File: config.mk
export PLATFORM = sky130hd
export DESIGN_NAME = dual_match_timer
export DESIGN_NICKNAME = d
export VERILOG_FILES = /design/src/rtl/tmr_pkg.sv /design/src/rtl/tmr_counter.sv /design/src/rtl/tmr_match_bank.sv /design/src/rtl/tmr_irq.sv /design/src/rtl/dual_match_timer.sv
export SDC_FILE = /design/constraint.sdc
export NUM_CORES = 1
export LEC_CHECK = 0
export BUFFER_PORTS_ARGS = -buffer_cell sky130_fd_sc_hd__buf_4
export CELL_PAD_IN_SITES_DETAIL_PLACEMENT = 1
export CELL_PAD_IN_SITES_GLOBAL_PLACEMENT = 2
export CORE_UTILIZATION = 35
export CTS_CLUSTER_DIAMETER = 40
export CTS_CLUSTER_SIZE = 25
export DETAILED_ROUTE_END_ITERATION = 12
export HOLD_SLACK_MARGIN = 0.1
export PLACE_DENSITY = 0.7
export SYNTH_ARGS = -nofsm -noshare
export SYNTH_HDL_FRONTEND = slang
export SYNTH_SLANG_ARGS = --single-unit
File: constraint.sdc
create_clock -name clk_i -period 7.3 [get_ports clk_i]
set_input_delay 0.365 -clock clk_i [delete_from_list [all_inputs] [get_ports clk_i]]
set_output_delay 0.365 -clock clk_i [all_outputs]
set_load 0.05 [all_outputs]
File: src/rtl/tmr_pkg.sv
package tmr_pkg;
  typedef struct packed {
    logic       stop;
    logic       up;
    logic [2:0] mode;
  } ctl_t;

  localparam int CTL_W      = $bits(ctl_t);
  localparam int OFS_VAL    = 'h00;
  localparam int OFS_DIV    = 'h04;
  localparam int OFS_CTL    = 'h08;
  localparam int GRP_STRIDE = 'h0C;
  localparam int MATCH_BASE = 'h18;
  localparam int IRQ_STS    = 'h40;
  localparam int IRQ_MSK    = 'h44;

  localparam logic [2:0] MODE_ZERO = 3'd0;
  localparam logic [2:0] MODE_FREE = 3'd7;
endpackage

File: src/rtl/tmr_counter.sv
module tmr_counter
  import tmr_pkg::*;
#(
  parameter int CNT_W   = 16,
  parameter int N_MATCH = 6
) (
  input  logic                          clk_i,
  input  logic                          rst_ni,
  input  logic                          val_we_i,
  input  logic                          div_we_i,
  input  logic                          ctl_we_i,
  input  logic [CNT_W-1:0]              wdata_i,
  input  logic [N_MATCH-1:0][CNT_W-1:0] match_i,
  output logic [CNT_W-1:0]              val_o,
  output logic [CNT_W-1:0]              div_o,
  output ctl_t                          ctl_o,
  output logic [N_MATCH-1:0]            hit_o
);
  logic [CNT_W-1:0] cnt_q, div_q, psc_q, nxt, target;
  ctl_t ctl_q;
  logic tick, zero_mode, match_mode, hit;

  always_comb begin
    zero_mode  = (ctl_q.mode == MODE_ZERO);
    match_mode = (ctl_q.mode != MODE_ZERO) && (ctl_q.mode != MODE_FREE) &&
                 (32'(ctl_q.mode) <= N_MATCH);
    target = '0;
    for (int n = 0; n < N_MATCH; n++)
      if (32'(ctl_q.mode) == n + 1) target = match_i[n];
    tick = !ctl_q.stop && (psc_q >= div_q);
    nxt  = ctl_q.up ? cnt_q + 1'b1 : cnt_q - 1'b1;
    // write to value overrides the step, so no hit either
    hit  = tick && !val_we_i &&
           ((zero_mode && nxt == '0) || (match_mode && nxt == target));
  end

  for (genvar n = 0; n < N_MATCH; n++) begin : g_hit
    assign hit_o[n] = hit && match_mode && (32'(ctl_q.mode) == n + 1);
  end

  always_ff @(posedge clk_i or negedge rst_ni) begin
    if (!rst_ni) begin
      cnt_q <= '0;
      div_q <= '0;
      psc_q <= '0;
      ctl_q <= '{stop: 1'b1, up: 1'b0, mode: MODE_ZERO};
    end else begin
      if (div_we_i) div_q <= wdata_i;

      if (val_we_i)  cnt_q <= wdata_i;
      else if (tick) cnt_q <= nxt;

      if (ctl_we_i || val_we_i) psc_q <= '0;
      else if (!ctl_q.stop)     psc_q <= tick ? '0 : psc_q + 1'b1;

      if (ctl_we_i) ctl_q <= ctl_t'(wdata_i[CTL_W-1:0]);
      else if (hit) ctl_q.stop <= 1'b1;
    end
  end

  assign val_o = cnt_q;
  assign div_o = div_q;
  assign ctl_o = ctl_q;

  a_r8_hold_when_stopped: assert property (@(posedge clk_i) disable iff (!rst_ni)
    ctl_q.stop && !val_we_i |=> $stable(cnt_q));

  a_r5_zero_stop: assert property (@(posedge clk_i) disable iff (!rst_ni)
    $rose(ctl_q.stop) && !$past(ctl_we_i) && ctl_q.mode == MODE_ZERO |-> cnt_q == '0);

  a_r7_free_wrap: assert property (@(posedge clk_i) disable iff (!rst_ni)
    ctl_q.mode == MODE_FREE && !ctl_q.stop && ctl_q.up && cnt_q == '1 &&
    psc_q >= div_q && !val_we_i && !ctl_we_i |=> cnt_q == '0 && !ctl_q.stop);
endmodule

File: src/rtl/tmr_match_bank.sv
module tmr_match_bank
  import tmr_pkg::*;
#(
  parameter int CNT_W   = 16,
  parameter int N_MATCH = 6,
  parameter int ADDR_W  = 7
) (
  input  logic                          clk_i,
  input  logic                          rst_ni,
  input  logic                          we_i,
  input  logic [ADDR_W-1:0]             addr_i,
  input  logic [CNT_W-1:0]              wdata_i,
  output logic [N_MATCH-1:0][CNT_W-1:0] match_o
);
  for (genvar n = 0; n < N_MATCH; n++) begin : g_reg
    logic sel;
    assign sel = we_i && (addr_i == ADDR_W'(MATCH_BASE + 4 * n));
    always_ff @(posedge clk_i or negedge rst_ni) begin
      if (!rst_ni)  match_o[n] <= '0;
      else if (sel) match_o[n] <= wdata_i;
    end
  end

  a_r2_match_hold: assert property (@(posedge clk_i) disable iff (!rst_ni)
    !we_i |=> $stable(match_o));
endmodule

File: src/rtl/tmr_irq.sv
module tmr_irq #(
  parameter int N_MATCH = 6
) (
  input  logic               clk_i,
  input  logic               rst_ni,
  input  logic [N_MATCH-1:0] set_i,
  input  logic               clr_we_i,
  input  logic               msk_we_i,
  input  logic [N_MATCH-1:0] wdata_i,
  output logic [N_MATCH-1:0] sts_o,
  output logic [N_MATCH-1:0] msk_o,
  output logic               irq_o
);
  logic [N_MATCH-1:0] sts_q, msk_q, clr;

  assign clr = clr_we_i ? wdata_i : '0;

  always_ff @(posedge clk_i or negedge rst_ni) begin
    if (!rst_ni) begin
      sts_q <= '0;
      msk_q <= '0;
    end else begin
      sts_q <= (sts_q & ~clr) | set_i;
      if (msk_we_i) msk_q <= wdata_i;
    end
  end

  assign sts_o = sts_q;
  assign msk_o = msk_q;
  assign irq_o = |(sts_q & msk_q);

  a_r9_set_wins: assert property (@(posedge clk_i) disable iff (!rst_ni)
    set_i != '0 |=> (sts_q & $past(set_i)) == $past(set_i));

  a_r9_w1c: assert property (@(posedge clk_i) disable iff (!rst_ni)
    clr_we_i |=> (sts_q & $past(wdata_i & ~set_i)) == '0);

  a_r10_mask_gate: assert property (@(posedge clk_i) disable iff (!rst_ni)
    msk_we_i && wdata_i == '0 |=> !irq_o);
endmodule

File: src/rtl/dual_match_timer.sv
module dual_match_timer
  import tmr_pkg::*;
#(
  parameter int N_CNT   = 2,
  parameter int CNT_W   = 16,
  parameter int N_MATCH = 6,
  parameter int ADDR_W  = 7
) (
  input  logic              clk_i,
  input  logic              rst_ni,
  input  logic [ADDR_W-1:0] addr_i,
  input  logic              we_i,
  input  logic [CNT_W-1:0]  wdata_i,
  output logic [CNT_W-1:0]  rdata_o,
  output logic              irq_o
);
  localparam logic [ADDR_W-1:0] A_STS = ADDR_W'(IRQ_STS);
  localparam logic [ADDR_W-1:0] A_MSK = ADDR_W'(IRQ_MSK);

  logic [N_CNT-1:0][CNT_W-1:0]   val, div;
  ctl_t                          ctl [N_CNT];
  logic [N_CNT-1:0][N_MATCH-1:0] hit;
  logic [N_MATCH-1:0][CNT_W-1:0] match;
  logic [N_MATCH-1:0]            set, sts, msk;

  for (genvar c = 0; c < N_CNT; c++) begin : g_cnt
    tmr_counter #(.CNT_W(CNT_W), .N_MATCH(N_MATCH)) u_cnt (
      .clk_i    (clk_i),
      .rst_ni   (rst_ni),
      .val_we_i (we_i && addr_i == ADDR_W'(GRP_STRIDE * c + OFS_VAL)),
      .div_we_i (we_i && addr_i == ADDR_W'(GRP_STRIDE * c + OFS_DIV)),
      .ctl_we_i (we_i && addr_i == ADDR_W'(GRP_STRIDE * c + OFS_CTL)),
      .wdata_i  (wdata_i),
      .match_i  (match),
      .val_o    (val[c]),
      .div_o    (div[c]),
      .ctl_o    (ctl[c]),
      .hit_o    (hit[c])
    );
  end

  tmr_match_bank #(.CNT_W(CNT_W), .N_MATCH(N_MATCH), .ADDR_W(ADDR_W)) u_match (
    .clk_i   (clk_i),
    .rst_ni  (rst_ni),
    .we_i    (we_i),
    .addr_i  (addr_i),
    .wdata_i (wdata_i),
    .match_o (match)
  );

  always_comb begin
    set = '0;
    for (int c = 0; c < N_CNT; c++) set |= hit[c];
  end

  tmr_irq #(.N_MATCH(N_MATCH)) u_irq (
    .clk_i    (clk_i),
    .rst_ni   (rst_ni),
    .set_i    (set),
    .clr_we_i (we_i && addr_i == A_STS),
    .msk_we_i (we_i && addr_i == A_MSK),
    .wdata_i  (wdata_i[N_MATCH-1:0]),
    .sts_o    (sts),
    .msk_o    (msk),
    .irq_o    (irq_o)
  );

  always_comb begin
    rdata_o = '0;
    for (int c = 0; c < N_CNT; c++) begin
      if (addr_i == ADDR_W'(GRP_STRIDE * c + OFS_VAL)) rdata_o = val[c];
      if (addr_i == ADDR_W'(GRP_STRIDE * c + OFS_DIV)) rdata_o = div[c];
      if (addr_i == ADDR_W'(GRP_STRIDE * c + OFS_CTL)) rdata_o = CNT_W'(ctl[c]);
    end
    for (int n = 0; n < N_MATCH; n++)
      if (addr_i == ADDR_W'(MATCH_BASE + 4 * n)) rdata_o = match[n];
    if (addr_i == A_STS) rdata_o = CNT_W'(sts);
    if (addr_i == A_MSK) rdata_o = CNT_W'(msk);
  end
endmodule

Yosys cells after proc, flatten, opt, wreduce, memory -nomap -nowiden

Cells that the tools add are included.

Word-level logic and storage cells: 171
Output and inout port bits: 17
Input port bits: 26
Register bits: 214

Reductions and logical operators: 62
Add/sub/neg operators: 6
$lt $le $gt $ge: 4
Multiplexer cells: 43
Equal/unequal tests: 31
Bitwise gates (word level): 5

Operator list:

| cell                    | number |
|---|---|
| $mux W16                | 38 |
| $add A16 B1 Y16 const B | 4 |
| $logic_and A1 B1 Y1     | 42 |
| $eq A16 B16 Y1          | 2 |
| $ge A16 B16 Y1          | 2 |
| $logic_not A16 Y1       | 2 |
| $sub A16 B1 Y16 const B | 2 |
| $eq A7 B5 Y1 const B    | 4 |
| $eq A7 B6 Y1 const B    | 4 |
| $eq A3 B3 Y1 const B    | 6 |
| $eq A7 B4 Y1 const B    | 2 |
| $eq A7 B7 Y1 const B    | 2 |
| $and A6 B6 Y6           | 2 |
| $eq A3 B2 Y1 const B    | 4 |
| $or A6 B6 Y6            | 2 |
| $reduce_bool A2 Y1      | 4 |
| $eq A7 B3 Y1 const B    | 1 |
| $logic_not A7 Y1        | 1 |
| $eq A3 B1 Y1 const B    | 2 |
| $le A3 B3 Y1 const B    | 2 |
| $logic_not A3 Y1        | 2 |
| $mux W6                 | 1 |
| $ne A3 B3 Y1 const B    | 2 |
| $not A6 Y6              | 1 |
| 6 further kinds         | 17 |

Depth between registers and ports, before layout

Depth after elaboration: 15
Depth in mapped cells: 15
Mapped depth without buffers: 12

Modules after synthesis

From an unflattened synthesis, not the netlist that was laid out.

Cells, all modules: 1,793
Area, all modules: 16,285.6 um^2

Modules (own cells, without submodules):

| module           | sequential area each (um^2) | cells an instance | area each (um^2) | instances |
|---|---|---|---|---|
| tmr_counter      | 1,327.5                     | 598               | 4,899.7          | 2 |
| tmr_match_bank   | 2,402.3                     | 213               | 3,727.3          | 1 |
| dual_match_timer | 0.0                         | 349               | 2,262.2          | 1 |
| tmr_irq          | 300.3                       | 35                | 496.7            | 1 |

Worst setup path before layout

Ideal clock, no wire load.

Path kind: register to register
From: register g_cnt[1].u_cnt.ctl_q, in the netlist g_cnt[1].u_cnt.ctl_o[3]
To: register u_irq.sts_q[2] (netlist: u_irq.sts_o[2])
Setup time: 0.066 ns
Data required time: 7.234 ns
Clock period less this slack: 3.694 ns
Slack: 3.606 ns
Path buffers: 1
Arrival time: 3.628 ns
Stages on the path, launching flop included: 14
Path through: dfrtp_1 clkbuf_1 inv_1 fa_1 a211oi_1 o21ai_0 a2111oi_0 and4bb_2 xor2_1 nor4_2 nand4_1 o31ai_1 a32o_1 a41o_1

Word-level cells in the longest chain between the ends: 9
Elaborated cells between the ends (all ways): 11
Classes of those cells: eq/ne: 1; mux: 1; bitwise: 2; reduce/logical: 7

Ends and longest elaborated chain:

| element                                             | line                   | text |
|---|---|---|
| start, declared                                     | tmr_counter.sv:20      | `ctl_t ctl_q;` |
| start signal, assigned                              | tmr_counter.sv:46      | `ctl_q <= '{stop: 1'b1, up: 1'b0, mode: MODE_ZERO};` |
| start signal, assigned                              | tmr_counter.sv:56      | `if (ctl_we_i) ctl_q <= ctl_t'(wdata_i[CTL_W-1:0]);` |
| $mux W16 (*)                                        | tmr_counter.sv:31      | `nxt = ctl_q.up ? cnt_q + 1'b1 : cnt_q - 1'b1;` |
| $eq A16 B16 Y1 or $logic_not A16 Y1 (tied branches) | tmr_counter.sv:34      | `((zero_mode && nxt == '0) \|\| (match_mode && nxt == target));` |
| $logic_and A1 B1 Y1                                 | tmr_counter.sv:34      |  |
| $logic_or A1 B1 Y1 (*)                              | tmr_counter.sv:34      |  |
| $logic_and A1 B1 Y1 (*)                             | tmr_counter.sv:33      | `hit = tick && !val_we_i &&` |
| $logic_and A1 B1 Y1 (*) (2 in a row)                | tmr_counter.sv:38      | `assign hit_o[n] = hit && match_mode && (32'(ctl_q.mode) == n + 1);` |
| $or A6 B6 Y6 (*)                                    | dual_match_timer.sv:53 | `for (int c = 0; c < N_CNT; c++) set \|= hit[c];` |
| $or A6 B6 Y6 (*)                                    | tmr_irq.sv:23          | `sts_q <= (sts_q & ~clr) \| set_i;` |
| end signal, assigned                                | tmr_irq.sv:23          |  |
| end, declared                                       | tmr_irq.sv:14          | `logic [N_MATCH-1:0] sts_q, msk_q, clr;` |

Every way passes the cells marked *; elsewhere a longest branch is shown, timed or not.
A chain may end at the register's enable or synchronous reset.

Worst setup path in the final report

Ends and elaborated chain as after synthesis.

==> metrics.yaml <==
routing:
  viasPerCell: 6.02
  dr.pass1.iters: 5
  num_vias: 13400
  wl_per_cell_microns: 26.6
  drc: 0
  routed_wl_microns: 59000
  drtIter0Drc: 838
  ant_nets: 0
power_and_ir_drop:
  powerDensity_nw_per_um2: 344
  total_power_mw: 6.01
  max-vdd-ir-drop_mv: 0.185
  leakagePower_nw: 7.81
placement:
  io_buffers: 42
  dp_cells: 2128
  pre_cts_ws_ps: 2910
  post-dp-hpwl_microns: 42600
  place_congestion: 0.897
sta:
  min_period_over_period_pct: 61.2
  fin_worst_skew_ps: 24.6
  finalSetupTns_ps: 0
  drv_slew: 0
  setup_violations: 0
  slew_headroom_pct: 12.4
  whs_ps: 146
  worst_slack_ps: 2830
  hold_violations: 0
  rsz0062_at_grt: "false"
  finalCriticalPeriod_ps: 4470
  max_freq_ghz: 0.224
  tightest_slew_ps: 1310
final_layout:
  fill_cells: 4772
  drive_above_1_share_pct: 20.4
  antenna_cells: 0
  fin_nets: 1734
  final_cell_count_no_fill: 2219
  regArea_sq_um: 5360
  syn_to_final_growth_pct: 17.1
  multi_input_area_sq_um: 8980
logic_synthesis:
  yosysSeqAreaShare_pct: 35.8
  synthTopCellsByCount: "212 x dfrtp_1, 179 x nand2_1, 159 x mux2_2"
  syn_nets: 1715
  avgSynthCellArea_sq_um: 9.21
  synthArstFlopShare_pct: 100
  syn_inst: 1623
  synth_top_cell_by_area: "dfrtp_1"
  synth_area_leaders: "dfrtp_1 35%, mux2_2 12%, ha_1 5.4%"
  netlist.area_leader.share_pct: 35.5
  ys_seq_elements: 214
  synthFlopType: "dfrtp_1"
  yosysUniqueCellTypes: 88
  synth-edff-count: 0
  synth_area_sq_um: 14900
  yosys_warnings: 0
  yosysMostFrequentCell: "dfrtp_1"
die:
  io_pins: 43
  rows: 75
  die_w_microns: 209
  die_h_microns: 209
  core_area_sq_um: 42000
  die-area_sq_um: 43500
  initial_utilization_pct: 35.6
critical_path:
  path_max_fanout: 18
  startpoint_type: "flip-flop"
  worstSetupPathType: "reg -> reg"
  cp-end-kind: "flip-flop"
  worstPathArrival_ps: 4990
  reg2reg_depth: 12
  critPathRequiredTime_ps: 7820
cts:
  postCtsSetupBuffers: 0
  cts_sinks: 214
  clk_latency_ps: 590
  clk_pin_slew_ps: 50
  cts_tree: "yes"
  cts_buffer_depth: 3
  h-tree-depth: 2
  ctsResizeCount: 0
  cts_buffers: 48
  cts_root_buf: "clkbuf_16"
grt:
  grt_use_total_pct: 27.5
  grt_max_degree: 118
  antenna_found_initial: 0
  grt_pass1_wl_microns: 90200
  grt_pass1_vias: 13800
  grt-ovfl-total: 0
outcome:
  outcome: "completed"
worst_hold_path:
  hp-class: "in -> reg"
  worstHoldPathCells: 3
flow_run:
  cap_viol_max_count: 0
## cell usage in the layout, fill, tap and decap left out, types with 54 or more instances in the layout
cell type / count
a21oi_1: 74
ha_1: 64
mux2_2: 159
inv_1: 60
nand3_1: 54
buf_4: 66
nor2_1: 72
dfrtp_1: 210
o21ai_0: 145
mux2i_1: 56
nand2_1: 179
## cells by family (layout without fill, tap and decap cells)
group | Yosys count | count (layout) | share of synthesized area (%)
AOI/OAI and AO/OA | 457 | 457 | 20.2
and+or+nand+nor | 447 | 447 | 14.3
DFF | 214 | 214 | 35.8
buffers and inverters | 162 | 219 | 4.34
muxes | 219 | 219 | 16.2
adders and majority gates | 66 | 66 | 5.63
xor gates and xnor gates | 58 | 58 | 3.45
## critical path, cell delays in order (launching register included)
cell	delay (ps)
dfrtp_1	510
inv_1	410
ha_1	540
inv_1	100
o32ai_1	650
o221ai_1	220
xnor2_1	450
xor2_1	120
nor4_1	270
o2111ai_1	240
o31ai_1	560
a32o_1	250
a41o_1	90
## layer usage
| metal | routed length (microns) | vias up | track usage, % |
|---|---|---|---|
| met5 | 0 | - | 0 |
| met2 | 28000 | 324 | 45.2 |
| li1 | - | 6070 | - |
| met3 | 2300 | 88 | 3.13 |
| met1 | 26800 | 6884 | 37.4 |
| met4 | 1780 | 0 | 9.41 |
## layout make-up
cell class / instances / share of cell area, %
inverters: 61 / 1.31
clock buffers: 60 / 7.47
multi-input cells: 1247 / 51.3
flip-flops and latches: 214 / 30.6
clock inverters: 28 / 2.35
well taps: 539 / 3.85
repair buffers: 70 / 3.09
## where the power goes
part	total [mW]	internal (mW)	switching, mW	leakage (nW)
sequential	1.61	1.37	0.247	2.83
clock	2.30	1.55	0.745	0.807
combinational	2.10	0.810	1.29	4.18
total	6.01	3.73	2.28	7.81
## registers in the layout, summed over array words and instances, names as in the netlist
name               cells
g_cnt.u_cnt.ctl_o     10
u_irq.sts_o            6
g_cnt.u_cnt.val_o     32
u_match.match_o       96
g_cnt.u_cnt.psc_q     32
u_irq.msk_o            6
g_cnt.u_cnt.div_o     32
## path summary, 6_finish.rpt
path	from	to	slack, ps
min reg2reg	u_match.match_o[52]	u_match.match_o[52]	530
min in group asynchronous	rst_ni	g_cnt[0].u_cnt.psc_q[4]	490
max reg2reg	g_cnt[1].u_cnt.ctl_o[3]	u_irq.sts_o[2]	2830
max in group asynchronous	rst_ni	u_match.match_o[73]	5420
max	g_cnt[1].u_cnt.ctl_o[3]	u_irq.sts_o[2]	2830
min	wdata_i[6]	g_cnt[0].u_cnt.val_o[6]	150
## repair_timing
action	4_1_cts	5_1_grt
hold buffers	3	0
setup endpoints to repair	0	0
endpoints found under the hold margin	116	0
## per-stage QoR
stage	cell area [sq um]	util (%)
finish	17500	41.6
global route	17500	41.6
CTS	17500	41.6
detailed placement	15800	37.5
global placement	15800	37.5
floorplan	14900	-
Power figures use the tool's default switching activity.
